[src/rtl/llsc_rsv_pkg.sv]
package llsc_rsv_pkg;
   typedef enum logic [1:0] {
      OP_LOAD  = 2'b00,
      OP_STORE = 2'b01,
      OP_LL    = 2'b10,
      OP_SC    = 2'b11
   } rsv_op_e;
endpackage

[src/rtl/llsc_rsv_pick.sv]
module llsc_rsv_pick #(
   parameter int NUM_ENTRIES = 4
) (
   input  logic [NUM_ENTRIES-1:0] busy,
   output logic [NUM_ENTRIES-1:0] free_oh,
   output logic                   any_free
);
   always_comb begin
      logic found;
      found   = 1'b0;
      free_oh = '0;
      for (int i = 0; i < NUM_ENTRIES; i++) begin
         if (!busy[i] && !found) begin
            free_oh[i] = 1'b1;
            found      = 1'b1;
         end
      end
   end
   assign any_free = ~&busy;
endmodule

[src/rtl/llsc_rsv_age.sv]
module llsc_rsv_age #(
   parameter int NUM_ENTRIES = 4,
   localparam int RW = $clog2(NUM_ENTRIES)
) (
   input  logic                   clk,
   input  logic                   rst_n,
   input  logic [NUM_ENTRIES-1:0] valid_q,
   input  logic [NUM_ENTRIES-1:0] valid_d,
   input  logic [NUM_ENTRIES-1:0] removed,
   input  logic [NUM_ENTRIES-1:0] alloc_oh,
   output logic [NUM_ENTRIES-1:0] oldest_oh
);
   logic [RW-1:0] rank_q [NUM_ENTRIES];
   logic [RW-1:0] rank_d [NUM_ENTRIES];
   logic [RW-1:0] below  [NUM_ENTRIES];
   logic          any_alloc;

   assign any_alloc = |alloc_oh;

   always_comb begin
      for (int i = 0; i < NUM_ENTRIES; i++) begin
         below[i] = '0;
         for (int j = 0; j < NUM_ENTRIES; j++) begin
            if (removed[j] && (rank_q[j] < rank_q[i])) below[i] = below[i] + 1'b1;
         end
         if (alloc_oh[i])     rank_d[i] = '0;
         else if (valid_d[i]) rank_d[i] = rank_q[i] - below[i] + RW'(any_alloc);
         else                 rank_d[i] = '0;
      end
   end

   for (genvar i = 0; i < NUM_ENTRIES; i++) begin : g_rank
      always_ff @(posedge clk) begin
         if (!rst_n) rank_q[i] <= '0;
         else        rank_q[i] <= rank_d[i];
      end
      assign oldest_oh[i] = valid_q[i] && (rank_q[i] == RW'(NUM_ENTRIES - 1));

      for (genvar j = i + 1; j < NUM_ENTRIES; j++) begin : g_pair
         AST_RANK_UNIQUE: assert property (@(posedge clk) disable iff (!rst_n)
            !(valid_q[i] && valid_q[j] && rank_q[i] == rank_q[j]));
      end
   end

   AST_ONE_OLDEST: assert property (@(posedge clk) disable iff (!rst_n)
      $onehot0(oldest_oh));
endmodule

[src/rtl/llsc_rsv_monitor.sv]
module llsc_rsv_monitor #(
   parameter int LINE_AW     = 26,
   parameter int ID_W        = 4,
   parameter int NUM_ENTRIES = 4
) (
   input  logic               clk,
   input  logic               rst_n,
   input  logic               mon_en,
   input  logic               cmp_vld,
   input  logic [1:0]         cmp_op,
   input  logic [LINE_AW-1:0] cmp_addr,
   input  logic [ID_W-1:0]    cmp_id,
   input  logic               inv_vld,
   input  logic [LINE_AW-1:0] inv_addr,
   output logic               res_vld,
   output logic               res_ok
);
   import llsc_rsv_pkg::*;

   if (NUM_ENTRIES < 2 || (NUM_ENTRIES & (NUM_ENTRIES - 1)) != 0) begin : g_bad_entries
      $error("NUM_ENTRIES must be a power of two of at least 2");
   end
   if (LINE_AW < 1 || ID_W < 1) begin : g_bad_width
      $error("LINE_AW and ID_W must be positive");
   end

   logic [NUM_ENTRIES-1:0] valid_q, valid_d, valid_pi;
   logic [LINE_AW-1:0]     addr_q [NUM_ENTRIES];
   logic [ID_W-1:0]        id_q   [NUM_ENTRIES];
   logic [NUM_ENTRIES-1:0] hit, id_hit, clr_cmp, retag, removed;
   logic [NUM_ENTRIES-1:0] free_oh, oldest_oh, alloc_oh;
   logic                   any_free, act, need_alloc, sc_pass;
   rsv_op_e                op;
   logic                   res_vld_q, res_ok_q;

   assign op  = rsv_op_e'(cmp_op);
   assign act = cmp_vld && mon_en;

   for (genvar i = 0; i < NUM_ENTRIES; i++) begin : g_ent
      assign valid_pi[i] = valid_q[i] && !(inv_vld && addr_q[i] == inv_addr);
      assign hit[i]      = valid_pi[i] && (addr_q[i] == cmp_addr);
      assign id_hit[i]   = hit[i] && (id_q[i] == cmp_id);
      assign clr_cmp[i]  = act && (((op == OP_SC) && hit[i]) ||
                                   ((op == OP_STORE) && id_hit[i]));
      assign retag[i]    = act && (op == OP_LL) && hit[i];
      assign valid_d[i]  = (valid_pi[i] && !clr_cmp[i]) || alloc_oh[i];
      assign removed[i]  = valid_q[i] && (!valid_pi[i] || clr_cmp[i] || alloc_oh[i]);

      always_ff @(posedge clk) begin
         if (!rst_n) begin
            valid_q[i] <= 1'b0;
            addr_q[i]  <= '0;
            id_q[i]    <= '0;
         end else begin
            valid_q[i] <= valid_d[i];
            if (alloc_oh[i]) begin
               addr_q[i] <= cmp_addr;
               id_q[i]   <= cmp_id;
            end else if (retag[i]) begin
               id_q[i] <= cmp_id;
            end
         end
      end

      AST_SC_CLEARS_LINE: assert property (@(posedge clk) disable iff (!rst_n)
         (act && op == OP_SC) |=> !(valid_q[i] && addr_q[i] == $past(cmp_addr)));
      AST_INV_CLEARS_LINE: assert property (@(posedge clk) disable iff (!rst_n)
         (inv_vld && !(act && op == OP_LL && cmp_addr == inv_addr))
         |=> !(valid_q[i] && addr_q[i] == $past(inv_addr)));

      for (genvar j = i + 1; j < NUM_ENTRIES; j++) begin : g_pair
         AST_NO_DUP_LINE: assert property (@(posedge clk) disable iff (!rst_n)
            !(valid_q[i] && valid_q[j] && addr_q[i] == addr_q[j]));
      end
   end

   assign need_alloc = act && (op == OP_LL) && !(|hit);
   assign alloc_oh   = !need_alloc ? '0 : (any_free ? free_oh : oldest_oh);
   assign sc_pass    = |id_hit;

   llsc_rsv_pick #(.NUM_ENTRIES(NUM_ENTRIES)) u_pick (
      .busy     (valid_pi),
      .free_oh  (free_oh),
      .any_free (any_free)
   );

   llsc_rsv_age #(.NUM_ENTRIES(NUM_ENTRIES)) u_age (
      .clk       (clk),
      .rst_n     (rst_n),
      .valid_q   (valid_q),
      .valid_d   (valid_d),
      .removed   (removed),
      .alloc_oh  (alloc_oh),
      .oldest_oh (oldest_oh)
   );

   always_ff @(posedge clk) begin
      if (!rst_n) begin
         res_vld_q <= 1'b0;
         res_ok_q  <= 1'b0;
      end else begin
         res_vld_q <= cmp_vld;
         res_ok_q  <= !(act && op == OP_SC) || sc_pass;
      end
   end

   assign res_vld = res_vld_q;
   assign res_ok  = res_ok_q;

   AST_RESULT_TIMING: assert property (@(posedge clk) disable iff (!rst_n)
      cmp_vld |=> res_vld);
   AST_NO_SPURIOUS: assert property (@(posedge clk) disable iff (!rst_n)
      !cmp_vld |=> !res_vld);
   AST_NON_SC_PASS: assert property (@(posedge clk) disable iff (!rst_n)
      (cmp_vld && cmp_op != 2'b11) |=> res_ok);
   AST_BYPASS_PASS: assert property (@(posedge clk) disable iff (!rst_n)
      (cmp_vld && !mon_en) |=> res_ok);
   AST_BYPASS_FROZEN: assert property (@(posedge clk) disable iff (!rst_n)
      (!mon_en && !inv_vld) |=> $stable(valid_q));
endmodule

[config.mk]
export PLATFORM = sky130hd
export DESIGN_NAME = llsc_rsv_monitor
export DESIGN_NICKNAME = d
export VERILOG_FILES = /design/src/rtl/llsc_rsv_pkg.sv /design/src/rtl/llsc_rsv_pick.sv /design/src/rtl/llsc_rsv_age.sv /design/src/rtl/llsc_rsv_monitor.sv
export SDC_FILE = /design/constraint.sdc
export NUM_CORES = 1
export LEC_CHECK = 0
export ABC_AREA = 1
export CAP_MARGIN = 0
export CORE_MARGIN = 2
export CORE_UTILIZATION = 50
export CTS_CLUSTER_SIZE = 14
export DETAILED_ROUTE_END_ITERATION = 6
export GPL_TIMING_DRIVEN = 0
export PLACE_DENSITY_LB_ADDON = 0.3
export SKIP_CTS_REPAIR_TIMING = 1
export SLEW_MARGIN = 40
export SYNTH_ARGS = -nofsm -noshare
export SYNTH_HDL_FRONTEND = slang
export SYNTH_SLANG_ARGS = --single-unit
export TNS_END_PERCENT = 5
[constraint.sdc]
create_clock -name clk -period 11.45 [get_ports clk]
set_clock_uncertainty 0.2 [all_clocks]
set_input_delay 2.8625 -clock clk [delete_from_list [all_inputs] [get_ports clk]]
set_output_delay 2.8625 -clock clk [all_outputs]
set_load 0.02 [all_outputs]
==> impl_metrics.json <==
{
  "synth_top_area_share_pct": 37.59,
  "antennaDiodeCount": 0,
  "grt_max_degree": 27,
  "worstReg2RegEnd": "u_age.rank_q[1][1]",
  "start_util_pct": 51.08,
  "r2r_slack_ns": 7.31,
  "sequentialPowerShare_pct": 43.7,
  "routed_wl_mm": 30.86,
  "drtPass1Iterations": 5,
  "cpMaxStageDelayCell": "clkdlybuf4s50_1",
  "area_growth_pct": 14.88,
  "slowest_delay_ns": 0.66,
  "path_class": "input pin to flip-flop",
  "clk_pin_slew_ns": 0.06,
  "syn-mean-instance-area_um2": 7.197,
  "holdCritPathClass": "flip-flop to flip-flop",
  "synth_flop_cell": "edfxtp_1",
  "slew_violations": 0,
  "p_sw_w": 0.0003568,
  "tightest_slew_ns": 0.8557,
  "powerDensity_nw_per_um2": 117.1,
  "crit_top_cell": "nand2_1",
  "clock-root-buffer": "clkbuf_16",
  "via_per_inst": 5.408,
  "grt_setup_unrepaired": "no",
  "fin_nets": 1495,
  "fp-row-count": 50,
  "hpwl_mm": 23.85,
  "path_max_fanout": 7,
  "setup_violations": 0,
  "async_reset_ff_share_pct": 0,
  "vias": 8929,
  "crit_path_start_kind": "input pin",
  "globalplace.congestion": 1.057,
  "drive_gt1_share_pct": 7.763,
  "portBuffers": 52,
  "pre_cts_slack_ns": 4.301,
  "fmax_mhz": 147.1,
  "finalCritPeriodShare_pct": 59.36,
  "status": "completed",
  "die_h_um": 142.5,
  "multi_input_area_um2": 4737,
  "timing.rr.start": "addr_q[0][12]",
  "syn_inst": 1332,
  "ff_latch_area_um2": 3884,
  "setup_tns_ns": 0,
  "clk_path_buf_depth": 2,
  "antenna_left": 0,
  "grt_overflow": 0,
  "leakagePower_nw": 5.176,
  "power.internal_w": 0.0009332,
  "relSlewSlack_pct": 42.75,
  "yosysSeqAreaShare_pct": 40.51,
  "drtIter0Drc": 1078,
  "insertion_delay_ns": 0.43,
  "syn-cell-area_um2": 9587,
  "antenna_found_initial": 0,
  "synth_enable_flop_cells": 120,
  "synth_common_cells": "nand2_1, nor2_1, inv_1, edfxtp_1, xnor2_1",
  "synth_area_leader_cell": "edfxtp_1",
  "drc_errors": 0,
  "grt_pass1_vias": 8424,
  "ios": 65,
  "holdPathStages": 2,
  "synthDistinctLibCells": 44,
  "ys_seq_elements": 134,
  "finalHoldViolations": 0,
  "period_needed_ns": 6.796,
  "fin_ws_ns": 4.654,
  "grt.total_usage_pct": 31.25,
  "pwr-share-comb_pct": 13.5,
  "yosys_warnings": 0,
  "reg2reg_depth": 21,
  "clkPwrFrac_pct": 42.8,
  "ir_worst_vdd_uv": 101.6,
  "ys_top_cells_by_area": "edfxtp_1, nand2_1, nor2_1",
  "whs_endpoint": "valid_q[2]",
  "critPathCaptureType": "flip-flop",
  "routedWlPerCell_um": 18.69,
  "cts_max_level": 4,
  "required_ns": 11.61,
  "grt_pass1_wl_mm": 46.95,
  "swShare_pct": 27.66,
  "cts_buffers": 17,
  "core_area_um2": 18770,
  "synth_nets": 1423,
  "cts.sink_count": 134,
  "cap_viol_max_count": 0,
  "fill_cells": 1784,
  "worstPathArrival_ns": 6.95,
  "yosysMostFrequentCell": "nand2_1",
  "cts_tree": "done",
  "die_width_um": 142.5,
  "min-delay-start": "valid_q[2]",
  "die-area_um2": 20300
}
## logic make-up after synthesis
family	after synthesis	share of synthesized area, %
AOI/OAI and AO/OA	61	3.589
xor gates and xnor gates	90	8.222
adders and majority gates	28	3.654
buffers and inverters	243	10.15
DFF	134	40.51
and+or+nand+nor	776	33.87
## layer usage
layer | GRT usage [%] | routed length (um) | vias to the layer above
met1 | 43.87 | 12770 | 4075
met3 | 4.845 | 3237 | 83
li1 | - | - | 4251
met4 | 12.14 | 1134 | 0
met5 | 0 | 0 | -
met2 | 48.68 | 13720 | 520
## final cells by class
| cell class | instances | area share (%) |
|---|---|---|
| timing repair buffer | 53 | 4.976 |
| multi-input combinational | 955 | 43.01 |
| sequential | 134 | 35.26 |
| tap | 234 | 2.658 |
| buffer | 26 | 1.443 |
| clock buffer | 18 | 3.897 |
| clock inverter | 14 | 1.352 |
| inverter | 217 | 7.396 |
## sequential cells by signal, indices dropped and copies added (netlist names)
register,flops
addr_q,104
id_q,16
u_age.rank_q,8
valid_q,4
res_ok,1
res_vld,1
## metrics by stage
stage / hold slack, ns / cells / total power [W] / util, % / cell area, um^2
4_1_cts: 0.4153 / 1651 / 0.001285 / 58.68 / 11010
3_3_place_gp: 0.4055 / 1618 / 0.0007401 / 55.41 / 10400
3_5_place_dp: 0.4058 / 1619 / 0.0007430 / 55.60 / 10440
6_report: 0.4245 / 1651 / 0.001290 / 58.68 / 11010
2_1_floorplan: 0.3484 / 1332 / 0.0006683 / - / 9587
5_1_grt: 0.4418 / 1651 / 0.001328 / 58.68 / 11010
## critical path, delay by kind of cell
kind / cells / cell delay (ns)
buffers and inverters: 5 / 1.01
and+or+nand+nor: 13 / 1.68
xor gates and xnor gates: 3 / 0.51
AOI/OAI and AO/OA: 1 / 0.14
adders and majority gates: 3 / 0.74
## how the worst max path moves through the flow
stage	startpoint	end	slack, ns
2_1_floorplan	inv_addr[16]	u_age.rank_q[1][1]	5.53
3_3_place_gp	cmp_addr[14]	u_age.rank_q[1][1]	4.37
3_5_place_dp	cmp_addr[14]	u_age.rank_q[1][1]	4.30
4_1_cts	cmp_addr[1]	u_age.rank_q[1][1]	4.73
5_1_grt	cmp_addr[14]	u_age.rank_q[3][1]	4.41
6_report	cmp_addr[1]	u_age.rank_q[1][1]	4.65
## layout by cell type (no fill, tap or decap), drive strengths merged, types with 2 or more instances in the layout
master / instances
o211ai: 4
clkdlybuf4s50: 52
nor3b: 2
nor2: 221
edfxtp: 120
nand2: 463
dfxtp: 14
clkinvlp: 3
nand3b: 3
or2: 9
o22ai: 2
o21ai: 19
xor2: 12
a21oi: 30
xnor2: 78
ha: 28
clkinv: 6
nand3: 47
bufinv: 2
inv: 220
clkbuf: 30
nor3: 4
o21bai: 2
buf: 15
and2: 2
nand4: 24
## power groups by stage
stage          clock (W)  combinational, W  sequential (W)
2_1_floorplan          0         0.0000985        0.000570
3_3_place_gp           0          0.000167        0.000573
3_5_place_dp           0          0.000169        0.000574
4_1_cts         0.000551          0.000171        0.000563
5_1_grt         0.000574          0.000189        0.000566
6_report        0.000552          0.000174        0.000564
(Power assumes the default switching activity.)
